**src/rtl/i2cs_pkg.sv**
```systemverilog
package i2cs_pkg;

    typedef enum logic [1:0] {
        ST_IDLE = 2'd0,
        ST_LEAD = 2'd1,
        ST_HOLD = 2'd2
    } seq_st_t;

    typedef struct packed {
        logic wcol;
        logic bcol;
        logic done;
        logic sdet;
    } flag_vec_t;

    localparam int FLAG_N    = 4;
    localparam int CMD_W     = 5;
    localparam int CMD_START = 0;

    function automatic logic lines_idle(input logic sda, input logic scl);
        return sda & scl;
    endfunction

endpackage

```
**src/rtl/i2cs_sync.sv**
```systemverilog
module i2cs_sync #(
    parameter int WIDTH  = 2,
    parameter int STAGES = 2
) (
    input  logic             clk,
    input  logic             rst,
    input  logic [WIDTH-1:0] d,
    output logic [WIDTH-1:0] q
);
    logic [WIDTH-1:0] stage_q [STAGES];

    always_ff @(posedge clk) begin
        if (rst) stage_q[0] <= '1;
        else     stage_q[0] <= d;
    end

    for (genvar s = 1; s < STAGES; s++) begin : g_stage
        always_ff @(posedge clk) begin
            if (rst) stage_q[s] <= '1;
            else     stage_q[s] <= stage_q[s-1];
        end
    end

    assign q = stage_q[STAGES-1];
endmodule

```
**src/rtl/i2cs_brg.sv**
```systemverilog
module i2cs_brg #(
    parameter int W = 7
) (
    input  logic         clk,
    input  logic         rst,
    input  logic         load,
    input  logic         run,
    input  logic [W-1:0] reload,
    output logic         timeout
);
    logic [W-1:0] cnt_q;

    always_ff @(posedge clk) begin
        if (rst)                      cnt_q <= '0;
        else if (load)                cnt_q <= reload;
        else if (run && cnt_q != '0)  cnt_q <= cnt_q - 1'b1;
    end

    assign timeout = run && (cnt_q == '0);


    brg_load_chk: assert property (@(posedge clk) disable iff (rst)
        load |=> cnt_q == $past(reload));
endmodule

```
**src/rtl/i2cs_flags.sv**
```systemverilog
module i2cs_flags #(
    parameter int N = 4
) (
    input  logic         clk,
    input  logic         rst,
    input  logic [N-1:0] set,
    input  logic [N-1:0] clr,
    output logic [N-1:0] q
);
    always_ff @(posedge clk) begin
        if (rst) q <= '0;
        else     q <= (q & ~clr) | set;
    end

    for (genvar i = 0; i < N; i++) begin : g_chk

        flag_hold_chk: assert property (@(posedge clk) disable iff (rst)
            (q[i] && !clr[i]) |=> q[i]);
    end
endmodule

```
**src/rtl/i2c_start_seq.sv**
```systemverilog
module i2c_start_seq
    import i2cs_pkg::*;
#(
    parameter int RELOAD_W = 7,
    parameter int DATA_W   = 8,
    parameter int SYNC_N   = 2
) (
    input  logic                clk,
    input  logic                rst,
    input  logic                cmd_we,
    input  logic [CMD_W-1:0]    cmd_wdata,
    output logic [CMD_W-1:0]    cmd_q,
    input  logic [RELOAD_W-1:0] reload,
    input  logic                txb_we,
    input  logic [DATA_W-1:0]   txb_wdata,
    output logic [DATA_W-1:0]   txb_q,
    input  logic [FLAG_N-1:0]   flag_clr,
    output logic [FLAG_N-1:0]   flags,
    input  logic                sda_in,
    input  logic                scl_in,
    output logic                sda_drive_low,
    output logic                scl_drive_low
);
    seq_st_t   st_q, st_d;
    logic      sda_low_q, sda_low_d;
    logic      brg_load, brg_run, brg_tmo;
    logic      coll_ev, done_ev, sdet_ev;
    logic      pending;
    logic      sda_s, scl_s;
    logic [1:0] sync_q;
    flag_vec_t flag_set;

    assign pending = cmd_q[CMD_START];

    i2cs_sync #(.WIDTH(2), .STAGES(SYNC_N)) u_sync (
        .clk (clk),
        .rst (rst),
        .d   ({scl_in, sda_in}),
        .q   (sync_q)
    );
    assign sda_s = sync_q[0];
    assign scl_s = sync_q[1];

    assign brg_run = (st_q != ST_IDLE);

    i2cs_brg #(.W(RELOAD_W)) u_brg (
        .clk     (clk),
        .rst     (rst),
        .load    (brg_load),
        .run     (brg_run),
        .reload  (reload),
        .timeout (brg_tmo)
    );

    always_comb begin
        st_d      = st_q;
        sda_low_d = sda_low_q;
        brg_load  = 1'b0;
        coll_ev   = 1'b0;
        done_ev   = 1'b0;
        sdet_ev   = 1'b0;
        case (st_q)
            ST_IDLE: begin
                if (pending) begin
                    if (lines_idle(sda_s, scl_s)) begin
                        brg_load = 1'b1;
                        st_d     = ST_LEAD;
                    end else begin
                        coll_ev = 1'b1;
                    end
                end
            end
            ST_LEAD: begin
                if (!scl_s) begin
                    coll_ev = 1'b1;
                end else if (brg_tmo) begin
                    if (sda_s) begin
                        sda_low_d = 1'b1;
                        sdet_ev   = 1'b1;
                        brg_load  = 1'b1;
                        st_d      = ST_HOLD;
                    end else begin
                        coll_ev = 1'b1;
                    end
                end
            end
            ST_HOLD: begin
                if (brg_tmo) begin
                    done_ev = 1'b1;
                    st_d    = ST_IDLE;
                end
            end
            default: st_d = ST_IDLE;
        endcase
        if (coll_ev) begin
            st_d      = ST_IDLE;
            sda_low_d = 1'b0;
        end
    end

    always_ff @(posedge clk) begin
        if (rst) begin
            st_q      <= ST_IDLE;
            sda_low_q <= 1'b0;
        end else begin
            st_q      <= st_d;
            sda_low_q <= sda_low_d;
        end
    end

    always_ff @(posedge clk) begin
        if (rst) begin
            cmd_q <= '0;
        end else if (coll_ev || done_ev) begin
            cmd_q[CMD_START] <= 1'b0;
        end else if (cmd_we && !pending) begin
            cmd_q <= cmd_wdata;
        end
    end

    always_ff @(posedge clk) begin
        if (rst)                     txb_q <= '0;
        else if (txb_we && !pending) txb_q <= txb_wdata;
    end

    always_comb begin
        flag_set      = '0;
        flag_set.sdet = sdet_ev;
        flag_set.done = done_ev;
        flag_set.bcol = coll_ev;
        flag_set.wcol = txb_we && pending;
    end

    i2cs_flags #(.N(FLAG_N)) u_flags (
        .clk (clk),
        .rst (rst),
        .set (flag_set),
        .clr (flag_clr),
        .q   (flags)
    );

    assign sda_drive_low = sda_low_q;
    assign scl_drive_low = 1'b0;


    cmd_lock_chk: assert property (@(posedge clk) disable iff (rst)
        (pending && cmd_we) |=> cmd_q[CMD_W-1:1] == $past(cmd_q[CMD_W-1:1]));


    txb_wcol_chk: assert property (@(posedge clk) disable iff (rst)
        (pending && txb_we) |=> (txb_q == $past(txb_q)) && flags[3]);


    sdet_flag_chk: assert property (@(posedge clk) disable iff (rst)
        $rose(sda_drive_low) |-> flags[0]);


    coll_abort_chk: assert property (@(posedge clk) disable iff (rst)
        coll_ev |=> !sda_drive_low && flags[2] && !cmd_q[CMD_START]);


    done_hold_chk: assert property (@(posedge clk) disable iff (rst)
        done_ev |=> !cmd_q[CMD_START] && flags[1] && sda_drive_low);
endmodule

```
**config.mk**
```make
export PLATFORM = sky130hd
export DESIGN_NAME = i2c_start_seq
export DESIGN_NICKNAME = d
export VERILOG_FILES = /design/src/rtl/i2cs_pkg.sv /design/src/rtl/i2cs_sync.sv /design/src/rtl/i2cs_brg.sv /design/src/rtl/i2cs_flags.sv /design/src/rtl/i2c_start_seq.sv
export SDC_FILE = /design/constraint.sdc
export NUM_CORES = 1
export LEC_CHECK = 0
export ABC_AREA = 1
export CAP_MARGIN = 40
export CORE_MARGIN = 2
export CORE_UTILIZATION = 30
export CTS_BUF_LIST = sky130_fd_sc_hd__clkbuf_16
export CTS_CLUSTER_SIZE = 10
export DETAILED_ROUTE_END_ITERATION = 10
export DONT_BUFFER_PORTS = 1
export GPL_TIMING_DRIVEN = 0
export SETUP_SLACK_MARGIN = 0.3
export SYNTH_ARGS = -nofsm -noshare
export SYNTH_HDL_FRONTEND = slang
export SYNTH_SLANG_ARGS = --single-unit
```
**constraint.sdc**
```tcl
create_clock -name clk -period 2.2 [get_ports clk]
set_clock_uncertainty 0.2 [all_clocks]
set_input_delay 0.66 -clock clk [delete_from_list [all_inputs] [get_ports clk]]
set_output_delay 0.66 -clock clk [all_outputs]
set_load 0.1 [all_outputs]
```
==> results of run 1 <==
==> worst reg2reg max path, stage by stage, from the launching register on <==
cell	delay, ns
dfxtp_4	0.55
inv_1	0.16
nor2_1	0.12
nand2_1	0.15
nand3_2	0.17
nor2_1	0.05
nor2_1	0.10
nor2_1	0.04
==> kinds of logic (layout without fill, tap and decap cells) <==
group	after synthesis	in the layout	synth area share (%)
buf+inv	34	59	8.72
xor+xnor	3	3	1.73
compound gates	18	18	6.09
simple gates	129	129	40.8
other cells	1	1	0.246
fa+ha+maj	2	2	1.64
flops	31	31	40.8
==> flip-flops by register name, indices dropped and copies added (netlist names) <==
signal	flops
txb_q	8
u_sync.stage_q	4
sda_drive_low	1
st_q	2
u_flags.q	4
cmd_q	5
u_brg.cnt_q	7
==> how the worst max path moves through the flow <==
stage,startpoint,end,slack (ns)
3_5_place_dp,cmd_q[0]$_SDFFE_PP0P_,u_brg.cnt_q[6]$_SDFFE_PP0P_,0.31
5_1_grt,u_brg.cnt_q[0]$_SDFFE_PP0P_,u_brg.cnt_q[4]$_SDFFE_PP0P_,0.35
4_1_cts,cmd_q[0]$_SDFFE_PP0P_,u_brg.cnt_q[4]$_SDFFE_PP0P_,0.31
6_report,u_flags.q[2]$_SDFF_PP0_,flags[2],0.46
3_3_place_gp,cmd_q[0]$_SDFFE_PP0P_,u_brg.cnt_q[4]$_SDFFE_PP0P_,0.32
2_1_floorplan,sda_drive_low$_SDFFE_PP0P_,sda_drive_low,0.42
==> metal layers <==
| metal | track usage [%] | up-vias | share of wire, % |
|---|---|---|---|
| met5 | 0 | - | 0 |
| met1 | 16.5 | 583 | 46 |
| met3 | 4.95 | 6 | 5.5 |
| met2 | 19.7 | 32 | 47 |
| met4 | 6.43 | 0 | 2.1 |
| li1 | - | 718 | - |
==> cell type report <==
type | count | area, sq um | area share (%)
Buffer | 3 | 16.3 | 0.796
Tap cell | 67 | 83.8 | 4.10
Clock inverter | 3 | 38.8 | 1.90
Sequential cell | 31 | 624 | 30.6
Clock buffer | 5 | 125 | 6.12
Timing Repair Buffer | 17 | 268 | 13.1
Multi-Input combinational cell | 153 | 771 | 37.7
Inverter | 31 | 116 | 5.70
==> layout by cell type, fill, tap and decap left out <==
master      n
nor3_4      1
clkbuf_1    1
a21oi_1     7
buf_8      16
dfxtp_1    30
bufinv_16   1
nand2_1    44
xor2_1      3
buf_4       1
or2_1       1
nand3_2     1
conb_1      1
clkbuf_16   5
nand3_4     1
inv_2       6
inv_1      25
nor2_2      5
buf_16      1
o21ai_1     2
o211ai_1    1
ha_1        2
dfxtp_4     1
clkinv_2    1
buf_2       1
or2_2       4
nor3_2      1
nand4_1     3
o21ai_0     8
nor2_1     50
nand3_1    10
nand2_2     1
nand2_4     3
nor2_4      4
clkinv_1    1
==> metrics by stage <==
stage	util (%)	hold WS, ns	area [sq um]	instances	setup WS [ns]
floorplan	-	0.189	1520	218	0.415
global placement	33.4	0.196	1610	285	0.317
detailed placement	38.9	0.209	1870	302	0.312
CTS	42.3	0.215	2040	310	0.308
global route	42.4	0.242	2040	310	0.348
finish	42.4	0.208	2040	310	0.460
==> power breakdown <==
part           leakage, nW  total, mW  switching [mW]  internal, mW
Clock               0.0812      0.771           0.244         0.527
Sequential           0.256      0.690          0.0689         0.622
Combinational        0.651      0.729           0.491         0.238
Total                0.988       2.19           0.804          1.39
==> repair_timing <==
item / 4_1_cts / 5_1_grt
hold endpoints to repair: 0 / 0
setup endpoints to repair: 0 / 23
resized for setup: 0 / 3
==> flow_summary.ini, run 1 <==
[place]
dp_hpwl_um = 2600
portBuffers = 0
finalWeightedCongestion = 0.788

[detailed_routing]
drtAntennaViolNets = 0
vias_per_cell = 4.32
drtIter0Drc = 60
vias = 1339
drt-pass1-iter-count = 4
route.detailed.drc = 0
wl_per_cell_um = 10.9
wirelength_um = 3360

[power_and_ir_drop]
totalPowerFinal_mw = 2.19
p_per_area_nw_per_um2 = 1070
vdd_drop_max_mv = 0.437
power_leakage_nw = 0.988

[worst_hold_path]
hold_end = u_sync.stage_q[1][1]$_SDFF_PP1_
worstHoldPathType = flip-flop to flip-flop
worstHoldPathCells = 1
hold_start = u_sync.stage_q[0][1]$_SDFF_PP1_

[grt]
track_usage_pct = 13.1
grt_max_degree = 11
grt_pass1_vias = 1213
grt_antenna_before_repair = 0
grt-ovfl-total = 0
grt_pass1_wl_um = 5470

[job]
drv_cap = 0

[setup_path]
r2r_setup_slack_ns = 0.52
cpMaxStageDelayCell = dfxtp_1
critPathTopFamily = flip-flops
cp_max_fo = 2
r2r-end = u_brg.cnt_q[4]$_SDFFE_PP0P_
path_cells = buf_8
cp-end-kind = primary output
crit_path_start_kind = flip-flop
critPathBufInv = 1
crit_arrival_ns = 0.88
reg2reg_from = cmd_q[0]$_SDFFE_PP0P_
rr_worst_depth = 7
cp.required_ns = 1.34
path_class = flip-flop to primary output
slowest_delay_ns = 0.38
cp.depth = 1

[synth]
ys.flop_type = dfxtp_1
ys_ff_latch = 31
async_reset_ff_share_pct = 0
syn_inst = 218
post_synth_most_frequent_cells = nor2_1, nand2_1, dfxtp_1, inv_1, nand3_1
avgSynthCellArea_sq_um = 6.98
ys_seq_area_share_pct = 40.8
synth_edf_count = 0
yosys_warnings = 0
syn_area_sq_um = 1520
synth_most_common_cell = nor2_1
synth_nets = 250
ys_top_cells_by_area = dfxtp_1, nor2_1, nand2_1, inv_1, nand3_1
yosys.area.top_type_share_pct = 40.8
synth_cell_types = 27
synth_largest_area_cell = dfxtp_1

[cells_and_area]
fill_cells = 511
diodes = 0
syn2layout_area_growth_pct = 34.3
fin_nets = 274
drive_gt1_share_pct = 22.2

[sta]
hold_violations = 0
rsz0062_at_grt = false
tightest_slew_ns = 0.543
post-route-period-util_pct = 79.1
fmax_mhz = 575
drv_slew = 0
relSlewSlack_pct = 63.8
tns_ns = 0
period_needed_ns = 1.74
setup_viol = 0

[clock_network]
ctsHoldBuffers = 0
numCtsBuffers = 5
ctsLongestPathBuffers = 2
postCtsSetupBuffers = 0
clock-root-buffer = clkbuf_16
htree_levels = 2
cts_tree = done
clkLatencyLatePin_ns = 0.28
path_clk_slew_ns = 0.05
clkSinkCount = 31

[outcome]
outcome = finished, final reports clean

[floorplan]
start_util_pct = 31.6
rows = 25
core_sq_um = 4820
die_h_um = 75.2
die_area_sq_um = 5660
fp.dieW_um = 75.2
io-pin-count = 49
Note: power is estimated with default switching activity, not from simulation.
==> run 2, diff against run 1 <==
ABC_AREA = 0   (was 1)
clock period = 1.6 ns   (was 2.2 ns; I/O delays follow)
==> flow_summary.ini, run 2 <==
[outcome]
outcome = finished, violations left
violations = setup timing

[detailed_routing]
drt-pass1-iter-count = 5
drtAntennaViolNets = 0
wirelength_um = 3700
route.detailed.drc = 0
drtIter0Drc = 44
wl_per_cell_um = 15.8
vias_per_cell = 5.18
vias = 1211

[cells_and_area]
final_common_cell = dfxtp_4
syn2layout_area_growth_pct = 42.8
fin_nets = 213
largest_reg_flops = 8
diodes = 0
largest-register = txb_q
layout_common_cells = dfxtp_4, nor2_1, buf_4
drive_gt1_share_pct = 49.5
reg_top3 = txb_q x8, u_brg.cnt_q x7, cmd_q x5
fill_cells = 434

[clock_network]
numCtsBuffers = 5
htree_levels = 2
cts_tree = done
ctsLongestPathBuffers = 2
clock-root-buffer = clkbuf_16
path_clk_slew_ns = 0.05
clkSinkCount = 31
clkLatencyLatePin_ns = 0.27

[synth]
ys.flop_type = dfxtp_1
synth_largest_area_cell = dfxtp_1
synth_nets = 188
synth_most_common_cell = dfxtp_1
syn_inst = 156
ys_top_cells_by_area = dfxtp_1, mux2i_1, a21oi_1, nor2_1, nand2_1
yosys_warnings = 0
syn_area_sq_um = 1390
ys_ff_latch = 31
async_reset_ff_share_pct = 0
post_synth_most_frequent_cells = dfxtp_1, nor2_1, a21oi_1, mux2i_1, nand2_1
synth_edf_count = 0
ys_seq_area_share_pct = 44.6
yosys.area.top_type_share_pct = 44.6
synth_cell_types = 38
avgSynthCellArea_sq_um = 8.91

[sta]
hold_violations = 0
fmax_mhz = 519
setup_viol = 16
rsz0062_at_grt = true
tns_ns = -3.37
layout_setup_ws_ns = -0.326
period_needed_ns = 1.93
post-route-period-util_pct = 120
drv_slew = 0

[floorplan]
core_sq_um = 4410
start_util_pct = 31.5
io-pin-count = 49
rows = 24
die_area_sq_um = 5190
die_h_um = 72.1
fp.dieW_um = 72.1

[setup_path]
path_class = flip-flop to flip-flop
cp.required_ns = 1.59
cp_max_fo = 6
crit_arrival_ns = 1.92
crit_path_start_kind = flip-flop
reg2reg_from = u_brg.cnt_q[0]$_SDFFE_PP0P_
r2r_setup_slack_ns = -0.33
rr_worst_depth = 8
r2r-end = u_brg.cnt_q[1]$_SDFFE_PP0P_
cp-end-kind = flip-flop

[grt]
grt_max_degree = 11
grt.busiest_layer = met2
grt_util_met3_pct = 6.39
grt_util_met1_pct = 16.2
grt_pass1_vias = 1210
track_usage_pct = 14.3
grt_pass1_wl_um = 5670
grt_antenna_before_repair = 0
grt-ovfl-total = 0
met2_usage_pct = 23.8

[place]
portBuffers = 0
pre_cts_ws_ns = -0.308
finalWeightedCongestion = 0.778
dp_hpwl_um = 2490

[worst_hold_path]
hold_start = scl_in
hold_end = u_sync.stage_q[0][1]$_SDFF_PP1_
worstHoldPathType = input pin to flip-flop
worstHoldPathCells = 1

[power_and_ir_drop]
totalPowerFinal_mw = 3.11
power_leakage_nw = 0.778
vdd_drop_max_mv = 0.756
p_per_area_nw_per_um2 = 1570

[job]
drv_cap = 0
==> run 2: cell count changes after synthesis, sizes merged, moves of 4 or more <==
cell    delta
a31oi      +5
clkbuf     +4
a21oi      +9
nor2b      +6
nor2      -40
mux2i     +12
nand3      -9
nand2     -37
inv       -25
o21ai      -8
==> run 2: metal layers <==
layer	up-vias	part of all wire (%)	wire length, um
met3	2	7.9	293
met4	0	0.65	24
met1	569	38	1400
met5	-	0	0
met2	43	54	1980
li1	597	-	-
==> run 2: through the flow <==
| step | cells | area [sq um] | hold slack, ns | util, % |
|---|---|---|---|---|
| after floorplan | 156 | 1500 | 0.189 | - |
| after global placement | 208 | 1570 | 0.197 | 35.5 |
| after detailed placement | 208 | 1570 | 0.196 | 35.5 |
| after CTS | 226 | 1830 | 0.107 | 41.6 |
| after global routing | 234 | 1990 | 0.103 | 45.0 |
| final | 234 | 1990 | 0.112 | 45.0 |
==> run 2: cells by family after synthesis <==
logic type / share of synthesized area (%)
other: 0.270
adders and majority gates: 1.80
and+or+nand+nor: 25.7
muxes: 8.64
buffers and inverters: 4.32
DFF: 44.6
AOI/OAI and AO/OA: 14.6
==> run 2: worst max path at each step <==
stage | end | slack [ns] | from
final | u_brg.cnt_q[1]$_SDFFE_PP0P_ | -0.33 | u_brg.cnt_q[0]$_SDFFE_PP0P_
after global routing | u_brg.cnt_q[1]$_SDFFE_PP0P_ | -0.38 | u_brg.cnt_q[0]$_SDFFE_PP0P_
after CTS | u_brg.cnt_q[0]$_SDFFE_PP0P_ | -0.30 | u_brg.cnt_q[0]$_SDFFE_PP0P_
after detailed placement | u_brg.cnt_q[0]$_SDFFE_PP0P_ | -0.31 | u_brg.cnt_q[0]$_SDFFE_PP0P_
after global placement | u_brg.cnt_q[1]$_SDFFE_PP0P_ | -0.29 | u_brg.cnt_q[0]$_SDFFE_PP0P_
after floorplan | u_brg.cnt_q[0]$_SDFFE_PP0P_ | -0.20 | u_brg.cnt_q[0]$_SDFFE_PP0P_
==> run 2: worst max-delay path, cell delays in order, from the launching register on <==
cell	delay, ns
dfxtp_2	0.35
inv_4	0.05
ha_4	0.15
nor2b_4	0.13
a31o_1	0.20
and2_4	0.16
buf_6	0.12
or3_4	0.36
a21oi_2	0.13
==> run 2: layout make-up <==
cell class / count / area [sq um] / share of cell area (%)
clock buffer: 5 / 125 / 6.30
multi-input combinational: 112 / 861 / 43.4
timing repair buffer: 18 / 143 / 7.18
buffer: 7 / 52.6 / 2.65
clock inverter: 3 / 16.3 / 0.819
tap: 52 / 65.1 / 3.28
sequential: 31 / 698 / 35.2
inverter: 6 / 25.0 / 1.26
==> run 2: what timing repair did <==
| action | CTS | global route |
|---|---|---|
| hold buffers | 0 | 0 |
| setup endpoints to repair | 44 | 44 |
| gates resized for setup | 13 | 25 |
| pin swaps | 5 | 16 |
| buffers inserted | 10 | 8 |
==> run 2: power breakdown <==
group          leakage, nW  switching (mW)  internal [mW]
clock network       0.0710           0.318          0.566
logic                0.438           0.500          0.548
registers            0.269           0.322          0.857
==> run 3, diff against run 2 <==
REMOVE_ABC_BUFFERS = 1   (was not set)
==> flow_summary.ini, run 3 (synthesized netlist as in run 2, its figures left out) <==
[cells_and_area]
layout_common_cells = dfxtp_2, buf_12, nor2_1
final_area_sq_um = 2320
fin_nets = 233
largest_reg_flops = 8
syn2layout_area_growth_pct = 67.1
diodes = 0
regArea_sq_um = 667
largest-register = txb_q
reg_top3 = txb_q x8, u_brg.cnt_q x7, cmd_q x5
multi_input_area_sq_um = 815
drive_gt1_share_pct = 54.2
fill_cells = 391

[grt]
grt_pass1_wl_um = 6130
met2_usage_pct = 25.9
grt-ovfl-total = 0
grt.busiest_layer = met2
grt_util_met3_pct = 4.72
grt_util_met1_pct = 18.2
grt_pass1_vias = 1308
track_usage_pct = 15.5
grt_antenna_before_repair = 0
grt_max_degree = 29

[clock_network]
clock-root-buffer = clkbuf_16
path_clk_slew_ns = 0.05
clkSinkCount = 31
cts_tree = done
htree_levels = 2
ctsLongestPathBuffers = 2
ctsHoldBuffers = 0
clkLatencyLatePin_ns = 0.28
numCtsBuffers = 5

[floorplan]
rows = 24
core_sq_um = 4410
die_h_um = 72.1
fp.dieW_um = 72.1
start_util_pct = 31.5
die_area_sq_um = 5190
io-pin-count = 49

[power_and_ir_drop]
p_per_area_nw_per_um2 = 1410
power_leakage_nw = 0.936
totalPowerFinal_mw = 3.27
vdd_drop_max_mv = 0.727

[setup_path]
cp-end-kind = flip-flop
cp.required_ns = 1.61
r2r_setup_slack_ns = -0.24
path_class = flip-flop to flip-flop
crit_path_start_kind = flip-flop
cp_max_fo = 6
crit_arrival_ns = 1.85

[detailed_routing]
drtAntennaViolNets = 0
wirelength_um = 3760
vias_per_cell = 4.97
drt-pass1-iter-count = 4
vias = 1257
wl_per_cell_um = 14.9
route.detailed.drc = 0
drtIter0Drc = 37

[sta]
setup_viol = 17
layout_setup_ws_ns = -0.239
tns_ns = -2.36
fmax_mhz = 544
holdWs_ns = 0.0546
hold_violations = 0
period_needed_ns = 1.84
post-route-period-util_pct = 115
drv_slew = 0
rsz0062_at_grt = true

[place]
finalWeightedCongestion = 0.845
place_area_sq_um = 1700
pre_cts_ws_ns = -0.547
portBuffers = 0
dp_hpwl_um = 2190

[worst_hold_path]
worstHoldPathType = input pin to flip-flop

[job]
drv_cap = 0

[outcome]
outcome = finished, violations left
violations = setup timing
-- run 3: cell count changes in the layout (fill, tap and decap cells not counted), sizes merged --
cell | before | now
clkinvlp | 1 | 0
clkbuf | 9 | 5
buf | 21 | 45
inv | 7 | 6
clkinv | 1 | 2
-- run 3: power breakdown --
part	total (mW)	switching, mW	leakage [nW]	internal, mW
clock	0.887	0.329	0.0671	0.558
combinational	1.41	0.723	0.602	0.684
sequential	0.973	0.0997	0.266	0.873
-- run 3: worst max-delay path, cell delays in order (launching register included) --
cell and delay (ns):
dfxtp_2 0.35, inv_4 0.05, ha_4 0.15, nor2b_4 0.15, a31o_1 0.19, and2_4 0.18
or3_1 0.39, a21oi_2 0.12
-- run 3: final cells by class --
type / count / area share (%)
multi-input cells: 112 / 35.1
flip-flops and latches: 31 / 28.7
repair buffers: 45 / 26.6
clock buffers: 5 / 5.39
well taps: 52 / 2.80
inverters: 6 / 1.08
clock inverters: 2 / 0.377
-- run 3: path summary, 6_finish.rpt --
kind | cells after the start | endpoint | start
worst max-delay path | 7 | u_brg.cnt_q[1]$_SDFFE_PP0P_ | u_brg.cnt_q[1]$_SDFFE_PP0P_
worst min-delay path | 1 | u_flags.q[1]$_SDFF_PP0_ | rst
worst min register to register | 1 | u_sync.stage_q[1][0]$_SDFF_PP1_ | u_sync.stage_q[0][0]$_SDFF_PP1_
worst max register to register | 7 | u_brg.cnt_q[1]$_SDFFE_PP0P_ | u_brg.cnt_q[1]$_SDFFE_PP0P_
-- run 3: per-stage QoR --
step / std cells / util (%)
floorplan: 149 / -
global placement: 201 / 32.1
detailed placement: 220 / 38.4
CTS: 250 / 50.8
global route: 253 / 52.6
finish: 253 / 52.6
-- run 3: layer usage --
layer	share of wire, %	vias to the layer above
met1	43	563
met5	0	-
li1	-	635
met2	49	46
met3	5.9	13
met4	2.4	0
-- run 3: what timing repair did --
action                                  CTS  global route
setup buffers                            23             3
gates resized for setup                  76            15
endpoints found under the setup margin   44            44
endpoints found under the hold margin     0             0
pin swaps                                19             8
